$ cat src/rtl/sysctl_pkg.sv
package sysctl_pkg;
  localparam int unsigned BUS_AW = 8;
  localparam int unsigned BUS_DW = 32;

  localparam logic [BUS_AW-1:0] OFS_PAUSE   = 8'h00;
  localparam logic [BUS_AW-1:0] OFS_IDENT   = 8'h10;
  localparam logic [BUS_AW-1:0] OFS_UNMAP   = 8'h20;
  localparam logic [BUS_AW-1:0] OFS_CAUSE   = 8'h30;
  localparam logic [BUS_AW-1:0] OFS_CAUSECL = 8'h34;

  typedef struct packed {
    logic pause_wr;
    logic unmap_wr;
    logic cause_set_wr;
    logic cause_clr_wr;
    logic rd_ident;
    logic rd_cause;
    logic rd_any;
  } bus_ev_t;

  // Pause state update: a request is held until an interrupt is seen.
  function automatic logic pause_next(input logic held, input logic trig,
                                      input logic irq);
    return (held | trig) & ~irq;
  endfunction
endpackage

$ cat src/rtl/sysctl_decode.sv
module sysctl_decode
  import sysctl_pkg::*;
#(
  parameter int unsigned AW = BUS_AW
) (
  input  logic          sel,
  input  logic          we,
  input  logic [AW-1:0] addr,
  output bus_ev_t       ev
);
  logic wr, rd;

  assign wr = sel & we;
  assign rd = sel & ~we;

  always_comb begin
    ev              = '0;
    ev.rd_any       = rd;
    ev.pause_wr     = wr && (addr == OFS_PAUSE);
    ev.unmap_wr     = wr && (addr == OFS_UNMAP);
    ev.cause_set_wr = wr && (addr == OFS_CAUSE);
    ev.cause_clr_wr = wr && (addr == OFS_CAUSECL);
    ev.rd_ident     = rd && (addr == OFS_IDENT);
    ev.rd_cause     = rd && (addr == OFS_CAUSE);
  end
endmodule

$ cat src/rtl/sysctl_cause.sv
module sysctl_cause #(
  parameter int unsigned N_GEN = 3,
  localparam int unsigned SW   = N_GEN + 1
) (
  input  logic          clk,
  input  logic          por_n,
  input  logic          set_wr,
  input  logic          clr_wr,
  input  logic [SW-1:0] wdata,
  output logic [SW-1:0] cause,
  output logic          por_flag
);
  // Clear wins over set when both hit one bit.
  function automatic logic [SW-1:0] flags_next(input logic [SW-1:0] cur,
                                               input logic [SW-1:0] set_m,
                                               input logic [SW-1:0] clr_m);
    return (cur | set_m) & ~clr_m;
  endfunction

  logic [SW-1:0] set_m, clr_m, nxt;

  assign set_m = set_wr ? {wdata[SW-1:1], 1'b0} : '0;
  assign clr_m = clr_wr ? wdata : '0;
  assign nxt   = flags_next(cause, set_m, clr_m);

  always_ff @(posedge clk or negedge por_n) begin
    if (!por_n) por_flag <= 1'b1;
    else        por_flag <= nxt[0];
  end

  generate
    if (N_GEN > 0) begin : g_gen
      logic [N_GEN-1:0] gen_q;
      always_ff @(posedge clk or negedge por_n) begin
        if (!por_n) gen_q <= '0;
        else        gen_q <= nxt[SW-1:1];
      end
      assign cause = {gen_q, por_flag};
    end else begin : g_nogen
      assign cause = por_flag;
    end
  endgenerate
endmodule

$ cat src/rtl/sysctl_pause.sv
module sysctl_pause
  import sysctl_pkg::*;
(
  input  logic clk,
  input  logic rst_n,
  input  logic trig,
  input  logic irq,
  output logic held,
  output logic req
);
  always_ff @(posedge clk or negedge rst_n) begin
    if (!rst_n) held <= 1'b0;
    else        held <= pause_next(held, trig, irq);
  end

  assign req = held & ~irq;
endmodule

$ cat src/rtl/sysctl_remap.sv
module sysctl_remap (
  input  logic clk,
  input  logic rst_n,
  input  logic unmap_wr,
  output logic active
);
  always_ff @(posedge clk or negedge rst_n) begin
    if (!rst_n)        active <= 1'b1;
    else if (unmap_wr) active <= 1'b0;
  end
endmodule

$ cat src/rtl/sysctl_remap_pause.sv
module sysctl_remap_pause
  import sysctl_pkg::*;
#(
  parameter int unsigned N_GEN            = 3,
  parameter logic [BUS_DW-1:1] ID_DETAIL = 31'h0000_00A5
) (
  input  logic              clk,
  input  logic              por_n,
  input  logic              warm_n,
  input  logic              bus_sel,
  input  logic              bus_we,
  input  logic [BUS_AW-1:0] bus_addr,
  input  logic [BUS_DW-1:0] bus_wdata,
  output logic [BUS_DW-1:0] bus_rdata,
  input  logic              irq_pending,
  output logic              pause_req,
  output logic              remap_active
);
  localparam int unsigned SW = N_GEN + 1;
  localparam logic [BUS_DW-1:0] ID_WORD = {ID_DETAIL, |ID_DETAIL};

  bus_ev_t       ev;
  logic          rst_any_n;
  logic [SW-1:0] cause;
  logic          por_flag;
  logic          pause_held;
  logic [BUS_DW-1:0] rd_val;

  // Named event wires for the checker.
  logic ev_pause_wr, ev_unmap_wr, ev_set_wr, ev_clr_wr;

  assign rst_any_n   = por_n & warm_n;
  assign ev_pause_wr = ev.pause_wr;
  assign ev_unmap_wr = ev.unmap_wr;
  assign ev_set_wr   = ev.cause_set_wr;
  assign ev_clr_wr   = ev.cause_clr_wr;

  sysctl_decode #(.AW(BUS_AW)) u_dec (
    .sel (bus_sel),
    .we  (bus_we),
    .addr(bus_addr),
    .ev  (ev)
  );

  sysctl_cause #(.N_GEN(N_GEN)) u_cause (
    .clk     (clk),
    .por_n   (por_n),
    .set_wr  (ev.cause_set_wr),
    .clr_wr  (ev.cause_clr_wr),
    .wdata   (bus_wdata[SW-1:0]),
    .cause   (cause),
    .por_flag(por_flag)
  );

  sysctl_pause u_pause (
    .clk  (clk),
    .rst_n(rst_any_n),
    .trig (ev.pause_wr),
    .irq  (irq_pending),
    .held (pause_held),
    .req  (pause_req)
  );

  sysctl_remap u_remap (
    .clk     (clk),
    .rst_n   (rst_any_n),
    .unmap_wr(ev.unmap_wr),
    .active  (remap_active)
  );

  always_comb begin
    rd_val = '0;
    if (ev.rd_ident)      rd_val = ID_WORD;
    else if (ev.rd_cause) rd_val[SW-1:0] = cause;
  end

  always_ff @(posedge clk or negedge rst_any_n) begin
    if (!rst_any_n) bus_rdata <= '0;
    else            bus_rdata <= rd_val;
  end
endmodule

$ cat config.mk
export PLATFORM = sky130hd
export DESIGN_NAME = sysctl_remap_pause
export DESIGN_NICKNAME = d
export VERILOG_FILES = /design/src/rtl/sysctl_pkg.sv /design/src/rtl/sysctl_decode.sv /design/src/rtl/sysctl_cause.sv /design/src/rtl/sysctl_pause.sv /design/src/rtl/sysctl_remap.sv /design/src/rtl/sysctl_remap_pause.sv
export SDC_FILE = /design/constraint.sdc
export NUM_CORES = 1
export LEC_CHECK = 0
export BUFFER_PORTS_ARGS = -buffer_cell sky130_fd_sc_hd__clkbuf_2
export CAP_MARGIN = 20
export CORE_UTILIZATION = 30
export CTS_CLUSTER_DIAMETER = 100
export DETAILED_ROUTE_END_ITERATION = 6
export PLACE_DENSITY_LB_ADDON = 0.05
export SYNTH_ARGS = -nofsm -noshare
export SYNTH_HDL_FRONTEND = slang
export SYNTH_SLANG_ARGS = --single-unit
export TNS_END_PERCENT = 5
$ cat constraint.sdc
create_clock -name clk -period 0.8 [get_ports clk]
set_clock_uncertainty 0.15 [all_clocks]
set_input_delay 0.08 -clock clk [delete_from_list [all_inputs] [get_ports clk]]
set_output_delay 0.08 -clock clk [all_outputs]
set_load 0.005 [all_outputs]
Word-level counts from Yosys, hierarchy flattened --
Index checks and enable logic that the tools add are counted.
Storage, ports and cells: input bits 46, bits in read-only memories 0, register bits after elaboration 38, bits in latches 0, output and inout bits 34, word-level logic and storage cells 32, RAM bits 0, memories kept 0
Operators by class: divide/modulo/power cells 0, multiplexer cells 5, bitwise gates (word level) 11, reduce and logical (&&, ||, !) cells 7, shifts and indexed selects 0, $add $sub $neg 0, eq/ne operators 4, $lt $le $gt $ge 0, $mul 0
Operators by type and width (number):
- $eq 8x6->1 const B | 3
- $mux 4 | 4
- $eq 8x5->1 const B | 1
- $logic_not 8->1 | 1
- $logic_and 1x1->1 | 6
- $and 1x1->1 | 5
- $mux 5 | 1
- $and 4x4->4 | 1
- $not 4->4 | 1
- $or 4x4->4 | 1
- $not 1->1 | 2
- $or 1x1->1 | 1

Longest topological paths before layout --
Gate-level depths: netlist of the first run.
depth after elaboration 5, depth in mapped cells 4, gate-level depth less buffers 3

Hierarchy --
From an unflattened synthesis of the first run, not the netlist that was laid out.
Unflattened totals: cells, all modules 69, area, all modules 713.2 µm²
Modules (own cells, without submodules):
- sysctl_remap_pause | instances 1, seq. area each 125.1 µm², cells each 38, area each 372.9 µm²
- sysctl_cause | instances 1, seq. area each 101.3 µm², cells each 12, area each 146.4 µm²
- sysctl_decode | instances 1, seq. area each 0.0 µm², cells each 14, area each 112.6 µm²
- sysctl_pause | instances 1, seq. area each 25.0 µm², cells each 3, area each 41.3 µm²
- sysctl_remap | instances 1, seq. area each 26.3 µm², cells each 2, area each 40.0 µm²

Worst setup path before layout of the first run --
Ideal clock, no wire load.
kind in2reg, from input bus_addr[3], to register bus_rdata[0], stages 3, library setup time 0.078 ns, buffers on the path 0, required time 0.572 ns, data arrival time 1.258 ns, setup slack -0.686 ns, path through or4b_4 or4_4 a21oi_1
On the way: longest elaborated chain between the ends 4, elaborated cells on any way between the ends 6, those cells by class eq/ne (2); mux (2); reduce/logical (2)
Ends and longest elaborated chain:
- start, declared | RTL line sysctl_remap_pause.sv:12 | input logic [BUS_AW-1:0] bus_addr,
- $eq 8x6->1 | RTL line sysctl_decode.sv:24 | ev.rd_cause = rd && (addr == OFS_CAUSE);
- $logic_and 1x1->1 | RTL line sysctl_decode.sv:24
- $mux 4 | RTL line sysctl_remap_pause.sv:74 | else if (ev.rd_cause) rd_val[SW-1:0] = cause;
- $mux 4 (*) | RTL line sysctl_remap_pause.sv:73 | if (ev.rd_ident) rd_val = ID_WORD;
- via rd_val[0] | RTL line sysctl_remap_pause.sv:27 | logic [BUS_DW-1:0] rd_val;
- end signal, assigned | RTL line sysctl_remap_pause.sv:79 | else bus_rdata <= rd_val;
- end, declared | RTL line sysctl_remap_pause.sv:14 | output logic [BUS_DW-1:0] bus_rdata,
Mark *: on every way through the listed nets, which the timed path passes. The rest lies on a longest branch. A chain may end at the register's enable or synchronous reset.

Worst setup path after layout of the first run --
from input bus_addr[0], to register bus_rdata[3]
Same word-level chain as after synthesis.

==> results of run 1 <==
-- routing by layer --
| layer | part of all wire, % | routed length (um) |
|---|---|---|
| met5 | 0 | 0 |
| met3 | 8.5 | 99 |
| met2 | 48 | 559 |
| met1 | 42 | 491 |
| met4 | 0.60 | 7 |
-- layout make-up --
cell class              instances  share of cell area [%]
clock buffers                   4                    3.01
inverters                       9                    3.87
multi-input cells              50                    34.0
flip-flops and latches         11                    31.8
well taps                      28                    4.01
repair buffers                 34                    23.4
-- repair_timing --
action	4_1_cts	5_1_grt
endpoints found under the setup margin	19	26
gates resized for setup	0	5
endpoints found under the hold margin	21	9
pin swaps	2	0
-- registers in the layout (all words and copies together) (netlist names) --
name,count
bus_rdata,5
u_cause.g_gen.gen_q,3
u_cause.por_flag,1
u_pause.held,1
u_remap.active,1
-- worst max-delay path, stage by stage --
cell and delay [ns]:
buf_6 0.09, or4b_4 0.57, or4_4 0.48, a21oi_1 0.14
-- cell families (layout without fill, tap and decap cells) --
family                 count (synthesis)  in the layout  synth area share [%]
AO/OA/AOI/OAI                          6              6                  5.55
buffers and inverters                 37             47                  34.3
flip-flops                            11             11                  39.7
multiplexers                           3              3                  4.29
other                                  1             26                 0.536
AND/OR/NAND/NOR                       15             15                  15.6
-- synth_stat cells --
| cell | n | area, um^2 |
|---|---|---|
| a21oi_1 | 3 | 15.0 |
| o31a_1 | 1 | 8.76 |
| or4b_4 | 1 | 13.8 |
| nand2b_1 | 2 | 12.5 |
| or4_4 | 1 | 11.3 |
| nor3_2 | 1 | 10.0 |
| conb_1 | 1 | 3.75 |
| dfrtp_1 | 9 | 225 |
| inv_1 | 9 | 33.8 |
| clkbuf_1 | 1 | 3.75 |
| dfstp_2 | 2 | 52.6 |
| a31oi_1 | 1 | 6.26 |
| or3b_2 | 1 | 8.76 |
| nor2_1 | 1 | 3.75 |
| nor3_1 | 1 | 5.00 |
| or4_1 | 1 | 7.51 |
| and2_1 | 1 | 6.26 |
| buf_4 | 27 | 203 |
| mux2i_1 | 3 | 30.0 |
| or2_2 | 1 | 6.26 |
| nand3_1 | 1 | 5.00 |
| o41ai_1 | 1 | 8.76 |
| nor4_1 | 3 | 18.8 |
-- stage by stage --
| step | hold slack (ns) | utilization (%) | area [um^2] | cells | TNS [ns] |
|---|---|---|---|---|---|
| CTS | -0.187 | 38.2 | 846 | 136 | -6.41 |
| global placement | -0.155 | 36.1 | 800 | 130 | -8.17 |
| floorplan | -0.366 | - | 793 | 98 | -6.60 |
| detailed placement | -0.160 | 36.1 | 800 | 130 | -8.19 |
| global route | -0.174 | 39.5 | 873 | 136 | -7.02 |
| finish | -0.179 | 39.5 | 873 | 136 | -6.38 |
-- path summary, 6_finish.rpt --
check	from	cells after the start	to	slack [ns]
hold / removal	bus_wdata[0]	2	u_cause.por_flag	-0.18
min in group asynchronous	por_n	3	u_cause.g_gen.gen_q[0]	0.12
hold reg to reg	u_remap.active	1	u_remap.active	0.31
max in group asynchronous	por_n	3	u_remap.active	0.08
setup / recovery	bus_addr[0]	4	bus_rdata[3]	-0.52
setup reg to reg	u_cause.por_flag	2	u_cause.por_flag	-0.12
-- cell usage in the layout, fill, tap and decap left out, drive strengths merged --
cell type	count
nor3	2
dfrtp	9
a31oi	1
or2	1
or4b	1
mux2i	3
inv	9
dfstp	2
nor2	1
o31a	1
or4	2
nand3	1
nand2b	2
a21oi	3
and2	1
nor4	3
o41ai	1
or3b	1
clkbuf	28
conb	26
buf	8
dlygate4sd3	2
-- power breakdown --
| group | internal [W] | total (W) | switching (W) | leakage (nW) |
|---|---|---|---|---|
| Clock | 0.000193 | 0.000364 | 0.000172 | 0.0150 |
| Combinational | 0.0000768 | 0.000168 | 0.0000916 | 0.354 |
| Sequential | 0.000563 | 0.000564 | 0.00000136 | 0.131 |
==> summary.md, run 1 <==
| Metric | Value |
|---|---|
| Setup CP Type | input pin to register |
| Worst skew pair latency | 0.26 ns |
| Max-capacitance violation count | 0 |
| WL final | 1160 um |
| Port bufs | 25 |
| Power, Total | 0.00110 W |
| Clk root buf | clkbuf_4 |
| TritonRoute pass-1 iters | 4 |
| Starting Density | 31.6% |
| # rows | 17 |
| Share of post-route cells with drive strength above 1 | 42.6% |
| Net count, final | 155 |
| Seq/Total Area, Yosys | 39.7% |
| Highest clock rate | 756 MHz |
| Hold-fix buffers, CTS | 2 |
| Cells after Synth | 73 |
| Post-place setup slack | -0.834 ns |
| Worst setup SP type | input pin |
| CTS Buf Count | 3 |
| Pleak | 0.499 nW |
| Drt via density | 3.82 |
| Largest net degree at the start of global routing | 8 |
| FF/Latch Area | 278 um^2 |
| Worst vdd ir | 0.000712 V |
| Initial drt markers | 13 |
| GR Overflow Total | 0 |
| CTS tree | done |
| CTS Buffer Depth | 2 |
| Clk pin slew, worst setup/hold paths | 0.06 ns |
| DP HPWL | 963 um |
| DRC viols | 0 |
| Final hold violation count | 7 |
| Post-CTS Setup Bufs | 0 |
| Worst Hold Class | input pin to register |
| Clk sinks | 11 |
| Violated checks | hold timing, setup timing |
| Final ANT Viol Nets | 0 |
| Syn Area/Cell | 9.58 um^2 |
| FF+latch count, synth | 11 |
| Pins over their slew limit | 0 |
| # setup viols final | 19 |
| RSZ-0062 raised after global routing | yes |
| Die area | 2530 um^2 |
| Status | finished, violations left |
| GR Util met3 | 5.45% |
| Area of the multi-input gates | 297 um^2 |
| Smallest hold slack | -0.179 ns |
| Gr usage total | 9.89% |
| GR peak layer | met2 |
| Die Span Y | 50.3 um |
| Req. time, crit path | 0.84 ns |
| Die width | 50.3 um |
| Met1 Use GR | 11.2% |
| Ant. Diodes | 0 |
| Mapped cell area | 699 um^2 |
| Fill count | 233 |
| Power Density | 1260 nW/um^2 |
| Final worst slack | -0.522 ns |
| Via count | 520 |
| Routability cong. | 0.699 |
| Period minus WS final | 1.32 ns |
| Worst-path fanout max | 5 |
| H-tree Lvls | 1 |
| YS warnings | 0 |
| Number of global-route vias before repair | 449 |
| Synth-to-layout area growth | 24.9% |
| I/O pins | 80 |
| Final period util | 165% |
| Synth cell types | 23 |
| Setup crit end kind | register |
| Worst path arrival time | 1.36 ns |
| M2 GR Usage | 15.8% |
| Core Box Area | 2210 um^2 |
| Initial antenna violation count | 0 |
| Routed len/inst | 8.51 um |
| First-pass GRT wire length | 1840 um |
No activity file was read; power rests on OpenSTA's default activity.
==> inputs of run 2 (changes only) <==
CELL_PAD_IN_SITES_DETAIL_PLACEMENT = 1   (was unset)
CELL_PAD_IN_SITES_GLOBAL_PLACEMENT = 2   (was unset)
CORE_UTILIZATION = 14   (was 30)
==> summary.md, run 2 (synthesis gave the netlist of run 1 again) <==
| Metric | Value |
|---|---|
| Starting Density | 14.7% (was 31.6%) |
| Worst skew pair latency | 0.24 ns (was 0.26 ns) |
| Core Box Area | 4750 um^2 (was 2210 um^2) |
| Reg2reg end | u_cause.por_flag (unchanged) |
| Final ANT Viol Nets | 0 (unchanged) |
| Worst setup SP type | input pin (unchanged) |
| Reg power frac | 43.8% (was 51.4%) |
| TritonRoute pass-1 iters | 3 (was 4) |
| Period minus WS final | 1.37 ns (was 1.32 ns) |
| Die width | 72.7 um (was 50.3 um) |
| Synth-to-layout area growth | 36.3% (was 24.9%) |
| Routed len/inst | 9.39 um (was 8.51 um) |
| Final worst slack | -0.573 ns (was -0.522 ns) |
| DP HPWL | 1430 um (was 963 um) |
| Clk pin slew, worst setup/hold paths | 0.05 ns (was 0.06 ns) |
| Clock group share of total power | 43.0% (was 33.2%) |
| Share of post-route cells with drive strength above 1 | 43.5% (was 42.6%) |
| CTS Buffer Depth | 2 (unchanged) |
| Worst path arrival time | 1.37 ns (was 1.36 ns) |
| Clk root buf | clkbuf_8 (was clkbuf_4) |
| Power Density | 1360 nW/um^2 (was 1260 nW/um^2) |
| Ant. Diodes | 0 (unchanged) |
| Register with the most flip-flops | bus_rdata (unchanged) |
| Largest net degree at the start of global routing | 8 (unchanged) |
| Registers with the most flip-flops | bus_rdata (5), u_cause.g_gen.gen_q (3) (unchanged) |
| WL final | 1640 um (was 1160 um) |
| Switching share of power | 23.6% (was 24.1%) |
| Setup CP Type | input pin to register (unchanged) |
| Clk sinks | 11 (unchanged) |
| Number of global-route vias before repair | 460 (was 449) |
| CTS tree | done (unchanged) |
| Violated checks | hold timing, setup timing (unchanged) |
| # rows | 25 (was 17) |
| Setup crit end kind | register (unchanged) |
| Cell-internal power | 0.000987 W (was 0.000833 W) |
| Most common cell after layout, fill and taps aside | conb_1 (unchanged) |
| Hold path endpoint | u_cause.por_flag (unchanged) |
| Net count, final | 155 (unchanged) |
| Final period util | 172% (was 165%) |
| Gr usage total | 6.33% (was 9.89%) |
| Routability cong. | 0.692 (was 0.699) |
| Worst vdd ir | 0.000515 V (was 0.000712 V) |
| Req. time, crit path | 0.80 ns (was 0.84 ns) |
| FF-to-FF setup slack | -0.12 ns (about the same) |
| Most frequent cells in the layout | conb_1, clkbuf_2, inv_1, dfrtp_1, buf_4 (unchanged) |
| Max-capacitance violation count | 0 (unchanged) |
| Via count | 539 (was 520) |
| Non-Filler Instances | 175 (was 136) |
| Setup TNS | -6.88 ns (was -6.38 ns) |
| Initial antenna violation count | 0 (unchanged) |
| Drt via density | 3.08 (was 3.82) |
| Hold path depth | 2 (unchanged) |
| Sw power | 0.000306 W (was 0.000265 W) |
| CTS Buf Count | 3 (unchanged) |
| Port bufs | 25 (unchanged) |
| H-tree Lvls | 1 (unchanged) |
| Worst-path fanout max | 5 (unchanged) |
| Worst r2r path cells | 2 (unchanged) |
| GR Overflow Total | 0 (unchanged) |
| First-pass GRT wire length | 2440 um (was 1840 um) |
| Die area | 5280 um^2 (was 2530 um^2) |
| Placed cells | 169 (was 130) |
| I/O pins | 80 (unchanged) |
| Smallest hold slack | -0.128 ns (was -0.179 ns) |
| Max reg flops | 5 (unchanged) |
| R2r startpoint | u_cause.por_flag (unchanged) |
| RSZ-0062 raised after global routing | yes (unchanged) |
| Pins over their slew limit | 0 (unchanged) |
| Status | finished, violations left (unchanged) |
| Worst Hold Class | input pin to register (unchanged) |
| Fill count | 597 (was 233) |
| Highest clock rate | 729 MHz (was 756 MHz) |
| Final hold violation count | 2 (was 7) |
| DRC viols | 0 (unchanged) |
| # setup viols final | 19 (unchanged) |
| Pleak | 0.509 nW (was 0.499 nW) |
| Gate power share | 13.3% (was 15.3%) |
| Hold Path Origin | bus_wdata[0] (unchanged) |
| Die Span Y | 72.7 um (was 50.3 um) |
| Post-CTS Setup Bufs | 0 (unchanged) |
| Initial drt markers | 20 (was 13) |
## run 2: cell counts in the layout (fill, tap and decap cells not counted)
Identical to the previous run, type by type.
## run 2: routing by layer
metal	GRT usage (%)	up-vias	part of all wire (%)
met2	10.1	27	50
met1	7.69	257	41
met5	0	-	0
met4	1.31	0	0
met3	3.18	0	9.4
li1	-	255	-
## run 2: through the flow
step / instance area [um^2] / util, % / power [W] / hold slack [ns] / worst slack (ns)
global placement: 848 / 17.8 / 0.000726 / -0.160 / -0.878
finish: 953 / 20.1 / 0.00129 / -0.128 / -0.573
floorplan: 793 / - / 0.000729 / -0.366 / -0.686
global route: 953 / 20.1 / 0.00137 / -0.138 / -0.596
detailed placement: 848 / 17.8 / 0.000725 / -0.160 / -0.885
CTS: 916 / 19.3 / 0.00131 / -0.323 / -0.551
## run 2: worst max-delay path: stages
cell and delay (ns):
buf_6 0.09, or4b_4 0.59, or4_4 0.48, nor3_2 0.13
## run 2: power by group through the flow
stage | Clock (W) | Sequential, W | Combinational (W)
6_report | 0.000555 | 0.000566 | 0.000172
4_1_cts | 0.000586 | 0.000565 | 0.000158
3_3_place_gp | 0 | 0.000575 | 0.000151
3_5_place_dp | 0 | 0.000575 | 0.000151
2_1_floorplan | 0 | 0.000575 | 0.000155
5_1_grt | 0.000611 | 0.000566 | 0.000196
## run 2: layout make-up
class,count,area [um^2],area share [%]
clock buffers,4,45.0,4.72
multi-input cells,50,309,32.4
flip-flops and latches,11,278,29.1
repair buffers,34,204,21.4
inverters,9,33.8,3.54
well taps,67,83.8,8.79
## run 2: worst max path at each step
stage / cells past startpoint / startpoint / end
floorplan: 3 / bus_addr[3] / bus_rdata[0]
global placement: 5 / bus_addr[3] / u_cause.g_gen.gen_q[0]
detailed placement: 5 / bus_addr[3] / u_cause.g_gen.gen_q[0]
CTS: 5 / bus_addr[3] / u_cause.g_gen.gen_q[0]
global route: 4 / bus_addr[0] / bus_rdata[2]
finish: 4 / bus_addr[0] / bus_rdata[2]
## run 2: timing repair
| action | in CTS | in global routing |
|---|---|---|
| gates cloned | 0 | 0 |
| pin swaps | 1 | 1 |
| resized for setup | 2 | 6 |
| hold endpoints to repair | 13 | 9 |
| hold buffers | 1 | 1 |
| endpoints found under the setup margin | 19 | 26 |
==> inputs of run 3 (changes only) <==
PLACE_DENSITY_LB_ADDON = 0.1   (was 0.05)
==> summary.md, run 3 (synthesis gave the netlist of run 1 again) <==
| Metric | Value |
|---|---|
| Status | finished, violations left (unchanged) |
| Violated checks | hold timing, setup timing (unchanged) |
| Share of post-route cells with drive strength above 1 | 45.4% (was 43.5%) |
| Worst Hold Class | input pin to register (unchanged) |
| Pleak | 0.508 nW (was 0.509 nW) |
| Sw power | 0.000305 W (was 0.000306 W) |
| Cells along the critical path | buf_6 > or4b_4 > or4_4 > nor3_2 (unchanged) |
| WL final | 1580 um (was 1640 um) |
| Most frequent cells in the layout | conb_1, clkbuf_2, inv_1, dfrtp_1, buf_4 (unchanged) |
| Crit path buffers/inverters | 1 (unchanged) |
| Hold Path Origin | bus_wdata[0] (unchanged) |
| Die width | 72.7 um (unchanged) |
| Post-place setup slack | -0.870 ns (was -0.885 ns) |
| Pins over their slew limit | 0 (unchanged) |
| Gr usage total | 5.96% (was 6.33%) |
| Largest net degree at the start of global routing | 8 (unchanged) |
| Registers with the most flip-flops | bus_rdata (5), u_cause.g_gen.gen_q (3) (unchanged) |
| Highest clock rate | 744 MHz (was 729 MHz) |
| First-pass GRT wire length | 2310 um (was 2440 um) |
| Final worst slack | -0.544 ns (was -0.573 ns) |
| Setup CP Type | input pin to register (unchanged) |
| Max reg flops | 5 (unchanged) |
| Reg power frac | 43.8% (about the same) |
| Die area | 5280 um^2 (unchanged) |
| Setup TNS | -6.74 ns (was -6.88 ns) |
| Worst skew pair latency | 0.23 ns (was 0.24 ns) |
| Worst vdd ir | 0.000413 V (was 0.000515 V) |
| H-tree Lvls | 1 (unchanged) |
| CTS Buffer Depth | 2 (unchanged) |
| Drt via density | 3.01 (was 3.08) |
| Final ANT Viol Nets | 0 (unchanged) |
| Hold path endpoint | u_cause.por_flag (unchanged) |
| Non-Filler Instances | 175 (unchanged) |
| Initial drt markers | 21 (was 20) |
| Period minus WS final | 1.34 ns (was 1.37 ns) |
| I/O pins | 80 (unchanged) |
| DP HPWL | 1390 um (was 1430 um) |
| Req. time, crit path | 0.81 ns (was 0.80 ns) |
| Initial antenna violation count | 0 (unchanged) |
| Crit path max-delay family | simple AND/OR/NAND/NOR gates (unchanged) |
| Smallest hold slack | -0.125 ns (was -0.128 ns) |
| Core Box Area | 4750 um^2 (unchanged) |
| Util after Layout | 20.1% (unchanged) |
| Area of the multi-input gates | 309 um^2 (unchanged) |
| Worst path arrival time | 1.35 ns (was 1.37 ns) |
| Most common cell after layout, fill and taps aside | conb_1 (unchanged) |
| Number of global-route vias before repair | 486 (was 460) |
| Worst path max stage delay | 0.57 ns (was 0.59 ns) |
| Clk sinks | 11 (unchanged) |
| Ant. Diodes | 0 (unchanged) |
| Die Span Y | 72.7 um (unchanged) |
| FF/Latch Area | 278 um^2 (unchanged) |
| Setup crit end kind | register (unchanged) |
| # setup viols final | 19 (unchanged) |
| Critical Path Slowest Stage Cell | or4b_4 (unchanged) |
| Starting Density | 14.7% (unchanged) |
| Net count, final | 155 (unchanged) |
| Final period util | 168% (was 172%) |
| CTS tree | done (unchanged) |
| Clk root buf | clkbuf_8 (unchanged) |
| Power Density | 1350 nW/um^2 (was 1360 nW/um^2) |
| Placed cells | 169 (unchanged) |
| Worst setup SP type | input pin (unchanged) |
| Gate power share | 13.1% (was 13.3%) |
| CTS Buf Count | 3 (unchanged) |
| Routability cong. | 0.596 (was 0.692) |
| Cell-internal power | 0.000987 W (about the same) |
| Final hold violation count | 2 (unchanged) |
| Clock group share of total power | 43.1% (was 43.0%) |
| # rows | 25 (unchanged) |
| FF-to-FF setup slack | -0.14 ns (was -0.12 ns) |
| Clk pin slew, worst setup/hold paths | 0.05 ns (about the same) |
| Hold path depth | 2 (unchanged) |
| Max-capacitance violation count | 0 (unchanged) |
| Port bufs | 25 (unchanged) |
| Worst-path fanout max | 5 (unchanged) |
| RSZ-0062 raised after global routing | yes (unchanged) |
| Routed len/inst | 9.02 um (was 9.39 um) |
| GR Overflow Total | 0 (unchanged) |
| Register with the most flip-flops | bus_rdata (unchanged) |
| TritonRoute pass-1 iters | 3 (unchanged) |
| Fill count | 583 (was 597) |
| Via count | 526 (was 539) |
| Synth-to-layout area growth | 36.3% (unchanged) |
| Reg2reg end | u_cause.por_flag (unchanged) |
| R2r startpoint | u_cause.por_flag (unchanged) |
| DRC viols | 0 (unchanged) |
| Switching share of power | 23.6% (about the same) |
| Worst r2r path cells | 2 (unchanged) |
## run 3: cell types whose count changed in the layout (fill, tap and decap cells not counted)
cell and delta:
a21oi_1 -2, nor4_4 -1, o41ai_1 -1, nor4_1 +1, o41ai_2 +1, a21oi_2 +2
## run 3: worst max-delay path by stage
stage | start | end | depth (start not counted)
after global routing | bus_addr[0] | bus_rdata[2] | 4
after floorplan | bus_addr[3] | bus_rdata[0] | 3
final | bus_addr[0] | bus_rdata[2] | 4
after global placement | bus_addr[3] | u_cause.g_gen.gen_q[0] | 5
after detailed placement | bus_addr[3] | u_cause.g_gen.gen_q[0] | 5
after CTS | bus_addr[0] | u_cause.g_gen.gen_q[0] | 5
## run 3: worst reg2reg max path, delay by kind of cell (launching register included)
| kind | cells | cell delay (ns) |
|---|---|---|
| flip-flops | 1 | 0.51 |
| AO/OA/AOI/OAI | 1 | 0.15 |
| buffers and inverters | 1 | 0.06 |
## run 3: layout make-up
cell class,instances,area share [%]
Clock buffer,4,4.72
Inverter,9,3.54
Multi-Input combinational cell,50,32.4
Sequential cell,11,29.1
Tap cell,67,8.79
Timing Repair Buffer,34,21.4
## run 3: stage by stage
stage	instance area, um^2	total power (W)
5_1_grt	953	0.00138
4_1_cts	927	0.00131
2_1_floorplan	793	0.000729
3_5_place_dp	848	0.000725
6_report	953	0.00129
3_3_place_gp	848	0.000724
## run 3: power by group through the flow
stage	sequential [W]	combinational (W)	clock, W
CTS	0.000566	0.000160	0.000585
finish	0.000566	0.000169	0.000556
global placement	0.000575	0.000150	0
floorplan	0.000575	0.000155	0
detailed placement	0.000575	0.000150	0
global route	0.000566	0.000190	0.000622
## run 3: per-layer routing
layer / part of all wire [%] / vias up / track usage [%]
met1: 41 / 246 / 6.53
met2: 51 / 24 / 10.4
met4: 0.51 / 0 / 1.31
li1: - / 254 / -
met3: 7.1 / 2 / 2.90
met5: 0 / - / 0
## run 3: timing repair
action / in CTS / in global routing
setup buffers: 0 / 0
resized for setup: 5 / 4
hold buffers: 1 / 1
endpoints found under the setup margin: 19 / 26
pin swaps: 2 / 0
endpoints found under the hold margin: 13 / 9
